## src/rtl/prio_intc_pkg.sv

```systemverilog
package prio_intc_pkg;
  localparam int NUM_SRC = 28;
  localparam int LVL_W   = 4;
  localparam int CODE_W  = 12;
  localparam int REG_W   = 16;
  localparam int ADDR_W  = 5;

  localparam logic [ADDR_W-1:0] ADR_CTRL  = 5'h00;
  localparam logic [ADDR_W-1:0] ADR_PRI_A = 5'h04;
  localparam logic [ADDR_W-1:0] ADR_PRI_B = 5'h08;
  localparam logic [ADDR_W-1:0] ADR_PRI_C = 5'h0C;
  localparam logic [ADDR_W-1:0] ADR_EN_LO = 5'h10;
  localparam logic [ADDR_W-1:0] ADR_EN_HI = 5'h14;

  typedef enum logic [1:0] {PSEL_FIXED, PSEL_A, PSEL_B, PSEL_C} psel_e;

  typedef struct packed {
    psel_e             sel;
    logic [1:0]        field;
    logic [LVL_W-1:0]  fixed_lvl;
    logic [CODE_W-1:0] code;
  } src_cfg_t;

  // Static description of each source, indexed by its position in pend_i.
  function automatic src_cfg_t src_cfg(input int idx);
    src_cfg_t c;
    c = '{sel: PSEL_FIXED, field: 2'd0, fixed_lvl: '0, code: '0};
    case (idx)
      0:  c = '{PSEL_FIXED, 2'd0, 4'd6, 12'h320};
      1:  c = '{PSEL_FIXED, 2'd0, 4'd4, 12'h360};
      2:  c = '{PSEL_FIXED, 2'd0, 4'd2, 12'h3A0};
      3:  c = '{PSEL_C, 2'd0, 4'd0, 12'h600};
      4:  c = '{PSEL_C, 2'd3, 4'd0, 12'h620};
      5:  c = '{PSEL_C, 2'd2, 4'd0, 12'h640};
      6:  c = '{PSEL_C, 2'd2, 4'd0, 12'h660};
      7:  c = '{PSEL_C, 2'd2, 4'd0, 12'h680};
      8:  c = '{PSEL_C, 2'd2, 4'd0, 12'h6A0};
      9:  c = '{PSEL_C, 2'd2, 4'd0, 12'h6C0};
      10: c = '{PSEL_A, 2'd3, 4'd0, 12'h400};
      11: c = '{PSEL_A, 2'd2, 4'd0, 12'h420};
      12: c = '{PSEL_A, 2'd1, 4'd0, 12'h440};
      13: c = '{PSEL_A, 2'd1, 4'd0, 12'h460};
      14: c = '{PSEL_A, 2'd0, 4'd0, 12'h480};
      15: c = '{PSEL_A, 2'd0, 4'd0, 12'h4A0};
      16: c = '{PSEL_A, 2'd0, 4'd0, 12'h4C0};
      17: c = '{PSEL_B, 2'd1, 4'd0, 12'h4E0};
      18: c = '{PSEL_B, 2'd1, 4'd0, 12'h500};
      19: c = '{PSEL_B, 2'd1, 4'd0, 12'h520};
      20: c = '{PSEL_B, 2'd1, 4'd0, 12'h540};
      21: c = '{PSEL_C, 2'd1, 4'd0, 12'h700};
      22: c = '{PSEL_C, 2'd1, 4'd0, 12'h720};
      23: c = '{PSEL_C, 2'd1, 4'd0, 12'h740};
      24: c = '{PSEL_C, 2'd1, 4'd0, 12'h760};
      25: c = '{PSEL_B, 2'd3, 4'd0, 12'h560};
      26: c = '{PSEL_B, 2'd2, 4'd0, 12'h580};
      27: c = '{PSEL_A, 2'd2, 4'd0, 12'h5A0};
      default: c = '{PSEL_FIXED, 2'd0, 4'd0, 12'h000};
    endcase
    return c;
  endfunction
endpackage

```

## src/rtl/prio_intc_regs.sv

```systemverilog
module prio_intc_regs
  import prio_intc_pkg::*;
#(
  parameter int P_SRC  = NUM_SRC,
  parameter int P_REGW = REG_W,
  parameter int P_ADRW = ADDR_W
) (
  input  logic              clk_i,
  input  logic              rst_i,
  input  logic              wr_en_i,
  input  logic [P_ADRW-1:0] addr_i,
  input  logic [P_REGW-1:0] wdata_i,
  output logic [P_REGW-1:0] rd_data_o,
  output logic [P_REGW-1:0] pri_a_o,
  output logic [P_REGW-1:0] pri_b_o,
  output logic [P_REGW-1:0] pri_c_o,
  output logic [P_SRC-1:0]  en_o
);
  localparam int HI_W = P_SRC - P_REGW;

  logic [P_REGW-1:0] ctrl_q, pri_a_q, pri_b_q, pri_c_q;
  logic [P_SRC-1:0]  en_q;

  always_ff @(posedge clk_i) begin
    if (rst_i) begin
      ctrl_q  <= '0;
      pri_a_q <= '0;
      pri_b_q <= '0;
      pri_c_q <= '0;
      en_q    <= '1;
    end else if (wr_en_i) begin
      case (addr_i)
        ADR_CTRL:  ctrl_q  <= wdata_i;
        ADR_PRI_A: pri_a_q <= wdata_i;
        ADR_PRI_B: pri_b_q <= wdata_i;
        ADR_PRI_C: pri_c_q <= wdata_i;
        ADR_EN_LO: en_q[P_REGW-1:0] <= wdata_i;
        ADR_EN_HI: en_q[P_SRC-1:P_REGW] <= wdata_i[HI_W-1:0];
        default: ;
      endcase
    end
  end

  always_comb begin
    case (addr_i)
      ADR_CTRL:  rd_data_o = ctrl_q;
      ADR_PRI_A: rd_data_o = pri_a_q;
      ADR_PRI_B: rd_data_o = pri_b_q;
      ADR_PRI_C: rd_data_o = pri_c_q;
      ADR_EN_LO: rd_data_o = en_q[P_REGW-1:0];
      ADR_EN_HI: rd_data_o = {{(P_REGW-HI_W){1'b0}}, en_q[P_SRC-1:P_REGW]};
      default:   rd_data_o = '0;
    endcase
  end

  assign pri_a_o = pri_a_q;
  assign pri_b_o = pri_b_q;
  assign pri_c_o = pri_c_q;
  assign en_o    = en_q;
endmodule

```

## src/rtl/prio_intc_levels.sv

```systemverilog
module prio_intc_levels
  import prio_intc_pkg::*;
#(
  parameter int P_SRC  = NUM_SRC,
  parameter int P_LVLW = LVL_W,
  parameter int P_REGW = REG_W
) (
  input  logic [P_REGW-1:0]             pri_a_i,
  input  logic [P_REGW-1:0]             pri_b_i,
  input  logic [P_REGW-1:0]             pri_c_i,
  output logic [P_SRC-1:0][P_LVLW-1:0]  lvl_o
);
  for (genvar g = 0; g < P_SRC; g++) begin : g_src
    localparam src_cfg_t CFG = src_cfg(g);
    localparam int LO = P_LVLW * int'(CFG.field);
    if (CFG.sel == PSEL_FIXED) begin : g_fix
      assign lvl_o[g] = CFG.fixed_lvl;
    end else if (CFG.sel == PSEL_A) begin : g_a
      assign lvl_o[g] = pri_a_i[LO +: P_LVLW];
    end else if (CFG.sel == PSEL_B) begin : g_b
      assign lvl_o[g] = pri_b_i[LO +: P_LVLW];
    end else begin : g_c
      assign lvl_o[g] = pri_c_i[LO +: P_LVLW];
    end
  end
endmodule

```

## src/rtl/prio_intc_arb.sv

```systemverilog
module prio_intc_arb
  import prio_intc_pkg::*;
#(
  parameter int P_SRC  = NUM_SRC,
  parameter int P_LVLW = LVL_W,
  localparam int IDX_W = $clog2(P_SRC)
) (
  input  logic [P_SRC-1:0]             cand_i,
  input  logic [P_SRC-1:0][P_LVLW-1:0] lvl_i,
  output logic                         found_o,
  output logic [IDX_W-1:0]             idx_o,
  output logic [P_LVLW-1:0]            lvl_o
);
  // Scan from low index up; ">=" lets a later source take an equal level.
  always_comb begin
    found_o = 1'b0;
    idx_o   = '0;
    lvl_o   = '0;
    for (int i = 0; i < P_SRC; i++) begin
      if (cand_i[i] && (!found_o || lvl_i[i] >= lvl_o)) begin
        found_o = 1'b1;
        idx_o   = IDX_W'(i);
        lvl_o   = lvl_i[i];
      end
    end
  end
endmodule

```

## src/rtl/prio_intc.sv

```systemverilog
module prio_intc
  import prio_intc_pkg::*;
#(
  parameter int P_SRC   = NUM_SRC,
  parameter int P_LVLW  = LVL_W,
  parameter int P_CODEW = CODE_W,
  parameter int P_REGW  = REG_W,
  parameter int P_ADRW  = ADDR_W
) (
  input  logic               clk_i,
  input  logic               rst_i,
  input  logic               wr_en_i,
  input  logic [P_ADRW-1:0]  addr_i,
  input  logic [P_REGW-1:0]  wdata_i,
  output logic [P_REGW-1:0]  rd_data_o,
  input  logic [P_SRC-1:0]   pend_i,
  input  logic [P_LVLW-1:0]  mask_i,
  input  logic               block_i,
  output logic               irq_req_o,
  output logic [P_LVLW-1:0]  irq_level_o,
  output logic [P_CODEW-1:0] irq_code_o
);
  localparam int IDX_W = $clog2(P_SRC);

  logic [P_REGW-1:0]             pri_a, pri_b, pri_c;
  logic [P_SRC-1:0]              en;
  logic [P_SRC-1:0][P_LVLW-1:0]  lvl;
  logic                          found;
  logic [IDX_W-1:0]              win_idx;
  logic [P_LVLW-1:0]             win_lvl;
  logic [P_CODEW-1:0]            win_code;

  prio_intc_regs #(.P_SRC(P_SRC), .P_REGW(P_REGW), .P_ADRW(P_ADRW)) u_regs (
    .clk_i(clk_i), .rst_i(rst_i), .wr_en_i(wr_en_i), .addr_i(addr_i),
    .wdata_i(wdata_i), .rd_data_o(rd_data_o), .pri_a_o(pri_a),
    .pri_b_o(pri_b), .pri_c_o(pri_c), .en_o(en)
  );

  prio_intc_levels #(.P_SRC(P_SRC), .P_LVLW(P_LVLW), .P_REGW(P_REGW)) u_lvls (
    .pri_a_i(pri_a), .pri_b_i(pri_b), .pri_c_i(pri_c), .lvl_o(lvl)
  );

  prio_intc_arb #(.P_SRC(P_SRC), .P_LVLW(P_LVLW)) u_arb (
    .cand_i(pend_i & en), .lvl_i(lvl), .found_o(found),
    .idx_o(win_idx), .lvl_o(win_lvl)
  );

  always_comb begin
    src_cfg_t c;
    c = src_cfg(int'(win_idx));
    win_code = c.code;
  end

  always_comb begin
    irq_req_o   = found && (win_lvl > mask_i) && !block_i;
    irq_level_o = irq_req_o ? win_lvl  : '0;
    irq_code_o  = irq_req_o ? win_code : '0;
  end
endmodule

```

## config.mk

```make
export PLATFORM = sky130hd
export DESIGN_NAME = prio_intc
export DESIGN_NICKNAME = d
export VERILOG_FILES = /design/src/rtl/prio_intc_pkg.sv /design/src/rtl/prio_intc_regs.sv /design/src/rtl/prio_intc_levels.sv /design/src/rtl/prio_intc_arb.sv /design/src/rtl/prio_intc.sv
export SDC_FILE = /design/constraint.sdc
export NUM_CORES = 1
export LEC_CHECK = 0
export BUFFER_PORTS_ARGS = -buffer_cell sky130_fd_sc_hd__buf_4
export CORE_MARGIN = 2
export CORE_UTILIZATION = 55
export DETAILED_ROUTE_END_ITERATION = 16
export MAX_ROUTING_LAYER = met4
export PLACE_DENSITY = 0.75
export SLEW_MARGIN = 20
export SYNTH_ARGS = -nofsm -noshare
export SYNTH_HDL_FRONTEND = slang
export SYNTH_SLANG_ARGS = --single-unit
```

## constraint.sdc

```tcl
create_clock -name clk_i -period 93.5 [get_ports clk_i]
set_input_delay 14.025 -clock clk_i [delete_from_list [all_inputs] [get_ports clk_i]]
set_output_delay 14.025 -clock clk_i [all_outputs]
set_load 0.01 [all_outputs]
```

==> flow_summary_export.csv <==
group,metric,value,unit
place,dp_slack,22130,ps
global_route,grt_pass1_wl,46700,um
logic_synthesis,synth_top_family_by_area,"simple AND/OR/NAND/NOR gates",
cells_and_area,area.growth.synth_to_final,10.8,%
power_and_ir_drop,p_leak,4.35,nW
critical_path,critPathLaunchType,"primary input",
floorplan,pin_count,90,
global_route,grt.total_usage,33.4,%
global_route,grt_pass1_vias,8946,
sta,hold_viol_final,0,
sta,tightest_slew,1170,ps
cells_and_area,nNetsFinal,1475,
logic_synthesis,ys_types,91,
floorplan,coreArea,0.0165,sq mm
sta,setup_viol,0,
logic_synthesis,synth_top_area_share,20.1,%
cells_and_area,layout_commonest_cell,"nand2_1",
clock_network,cts_root_buf,"clkbuf_16",
logic_synthesis,syn_area,0.00918,sq mm
logic_synthesis,synth_fa_ha_area_share,13.0,%
route,postRouteAntennaNets,0,
place,hpwl,22500,um
critical_path,critPathMaxStageDelay,870,ps
floorplan,die-area,0.0177,sq mm
floorplan,die_h,133,um
clock_network,clock_path_buffers,2,
clock_network,clk_pin_slew,70,ps
clock_network,cts_tree,"done",
route,first_iter_violations,857,
power_and_ir_drop,power_density,31.6,mW/mm^2
floorplan,num_rows,47,
critical_path,crit_path_max_fanout,13,
clock_network,cts_setup_buffers,0,
sta,slew_headroom,21.9,%
place,io_buffers,83,
route,drt_wl_total,29100,um
sta,fin_tns_setup,0,ps
sta,rsz0062_at_grt,"no",
route,wire_per_inst,18.8,um
sta,worst_slack,21260,ps
clock_network,cts_max_level,3,
clock_network,clkLatencyLatePin,350,ps
global_route,antenna_found_initial,0,
sta,max_freq,13.8,MHz
floorplan,die_w,133,um
critical_path,crit_path_end_kind,"primary output",
sta,report.final.slew_viol_count,0,
global_route,grt-ovfl-total,0,
worst_hold_path,hp-class,"flop to flop",
sta,fin_skew,0,ps
logic_synthesis,ys_seq_elements,92,
clock_network,cts_hold_buf,0,
floorplan,start_util,55.8,%
route,firstDrtPassIters,6,
logic_synthesis,synthMuxAreaShare,6.21,%
critical_path,setup.worst_path.class,"primary input to primary output",
logic_synthesis,synthTopCellsByArea,"dfxtp_1, ha_1, nand2_1, a21oi_1, mux2i_1",
route,num_vias,9747,
global_route,grt_max_degree,93,
clock_network,cts_buffers,9,
logic_synthesis,synthArstFlopShare,0,%
critical_path,critical_path_required,79480,ps
outcome,outcome,"complete, no violations",
place,gp_congestion,0.999,
clock_network,cts.sinks,92,
route,drc_errors,0,
logic_synthesis,synthFlopType,"dfxtp_1",
cells_and_area,drive_gt1_share,11.7,%
sta,period_needed,72240,ps
logic_synthesis,yosysSeqAreaShare,20.1,%
route,via_per_inst,6.29,
logic_synthesis,yosysTopAreaCell,"dfxtp_1",
critical_path,crit_top_cell,"ha_1",
logic_synthesis,synth-compound-area-share,27.2,%
run,drv_cap,0,
logic_synthesis,synth_warnings,0,
cells_and_area,layout_common_cells,"nand2_1, a21oi_1, ha_1",
logic_synthesis,synthesis.instances,1278,
clock_network,cts_resized,0,
critical_path,cpMaxStageDelayCell,"a2bb2oi_1",
logic_synthesis,synth_edf_count,0,
power_and_ir_drop,irDropWorstVdd,40.6,uV
logic_synthesis,synth_simple_gate_area_share,28.4,%
critical_path,arrival,58220,ps
cells_and_area,n_antenna_cell,0,
sta,period_share,77.3,%
logic_synthesis,synthXorXnorAreaFrac,0,%
logic_synthesis,syn_area_per_cell,7.19,sq um
## logic make-up (layout without fill, tap and decap cells)
logic type,Yosys count,in the layout
AND/OR/NAND/NOR,549,549
AO/OA/AOI/OAI,371,371
buffers and inverters,115,162
adder cells (fa/ha/maj),96,96
flip-flops,92,92
multiplexers,54,54
other,1,6
## stage by stage
step / area [sq um] / cells / util [%] / hold slack (ps) / power (mW)
after floorplan: 9200 / 1283 / - / 436 / 0.230
after global placement: 9880 / 1534 / 60.0 / 441 / 0.277
after detailed placement: 9880 / 1534 / 60.0 / 447 / 0.281
after CTS: 10200 / 1550 / 61.8 / 456 / 0.318
after global routing: 10200 / 1550 / 61.8 / 476 / 0.352
final: 10200 / 1550 / 61.8 / 456 / 0.321
## registers in the layout, indices dropped and copies added (netlist names)
register	count
u_regs.pri_a_o	16
u_regs.pri_c_o	16
u_regs.pri_b_o	16
u_regs.ctrl_q	16
u_regs.en_o	28
## metal layers
metal	track usage, %	vias to the layer above	part of all wire, %
met5	-	-	0
met4	9.87	0	2.8
met3	4.87	79	9.3
met2	51.5	470	44
met1	45.5	4478	44
li1	-	4720	-
## final timing paths
| path | startpoint | to | slack (ps) | cells after the start |
|---|---|---|---|---|
| worst max-delay path | pend_i[1] | irq_code_o[6] | 21260 | 202 |
| worst min-delay path | u_regs.pri_b_o[2] | u_regs.pri_b_o[2] | 460 | 2 |
| worst max register to register | u_regs.pri_c_o[10] | u_regs.pri_c_o[10] | 92450 | 2 |
| worst min register to register | u_regs.pri_b_o[2] | u_regs.pri_b_o[2] | 460 | 2 |
## final cells by class
type,instances,area [sq um]
multi-input cells,1076,6900
fillers,1526,6290
flip-flops and latches,92,1840
repair buffers,86,646
well taps,220,275
clock buffers,11,253
inverters,60,225
clock inverters,5,42.5
## report_power, final
part	switching, mW	leakage, nW	internal [mW]	total [mW]
Combinational	0.146	3.46	0.0983	0.244
Sequential	0.000598	0.743	0.0395	0.0401
Clock	0.0168	0.148	0.0199	0.0367
## worst max-delay path, delay by kind of cell
| family | cells | cell delay, ps |
|---|---|---|
| and+or+nand+nor | 67 | 11190 |
| muxes | 10 | 3590 |
| adders and majority gates | 29 | 8200 |
| buffers and inverters | 9 | 960 |
| AOI/OAI and AO/OA | 87 | 20210 |
## cell usage after synthesis, drive strengths merged (14+ instances only)
| library cell | n |
|---|---|
| nand2 | 280 |
| a21oi | 140 |
| ha | 93 |
| dfxtp | 92 |
| nor2 | 83 |
| inv | 60 |
| o21ai | 45 |
| clkbuf | 43 |
| mux2i | 40 |
| nand2b | 32 |
| nand3b | 30 |
| nand3 | 29 |
| and2 | 27 |
| a31oi | 17 |
| nor3 | 17 |
| o22ai | 16 |
| a21o | 15 |
| a221o | 15 |
| mux2 | 14 |
| o21a | 14 |
Note: power is estimated with default switching activity, not from simulation.
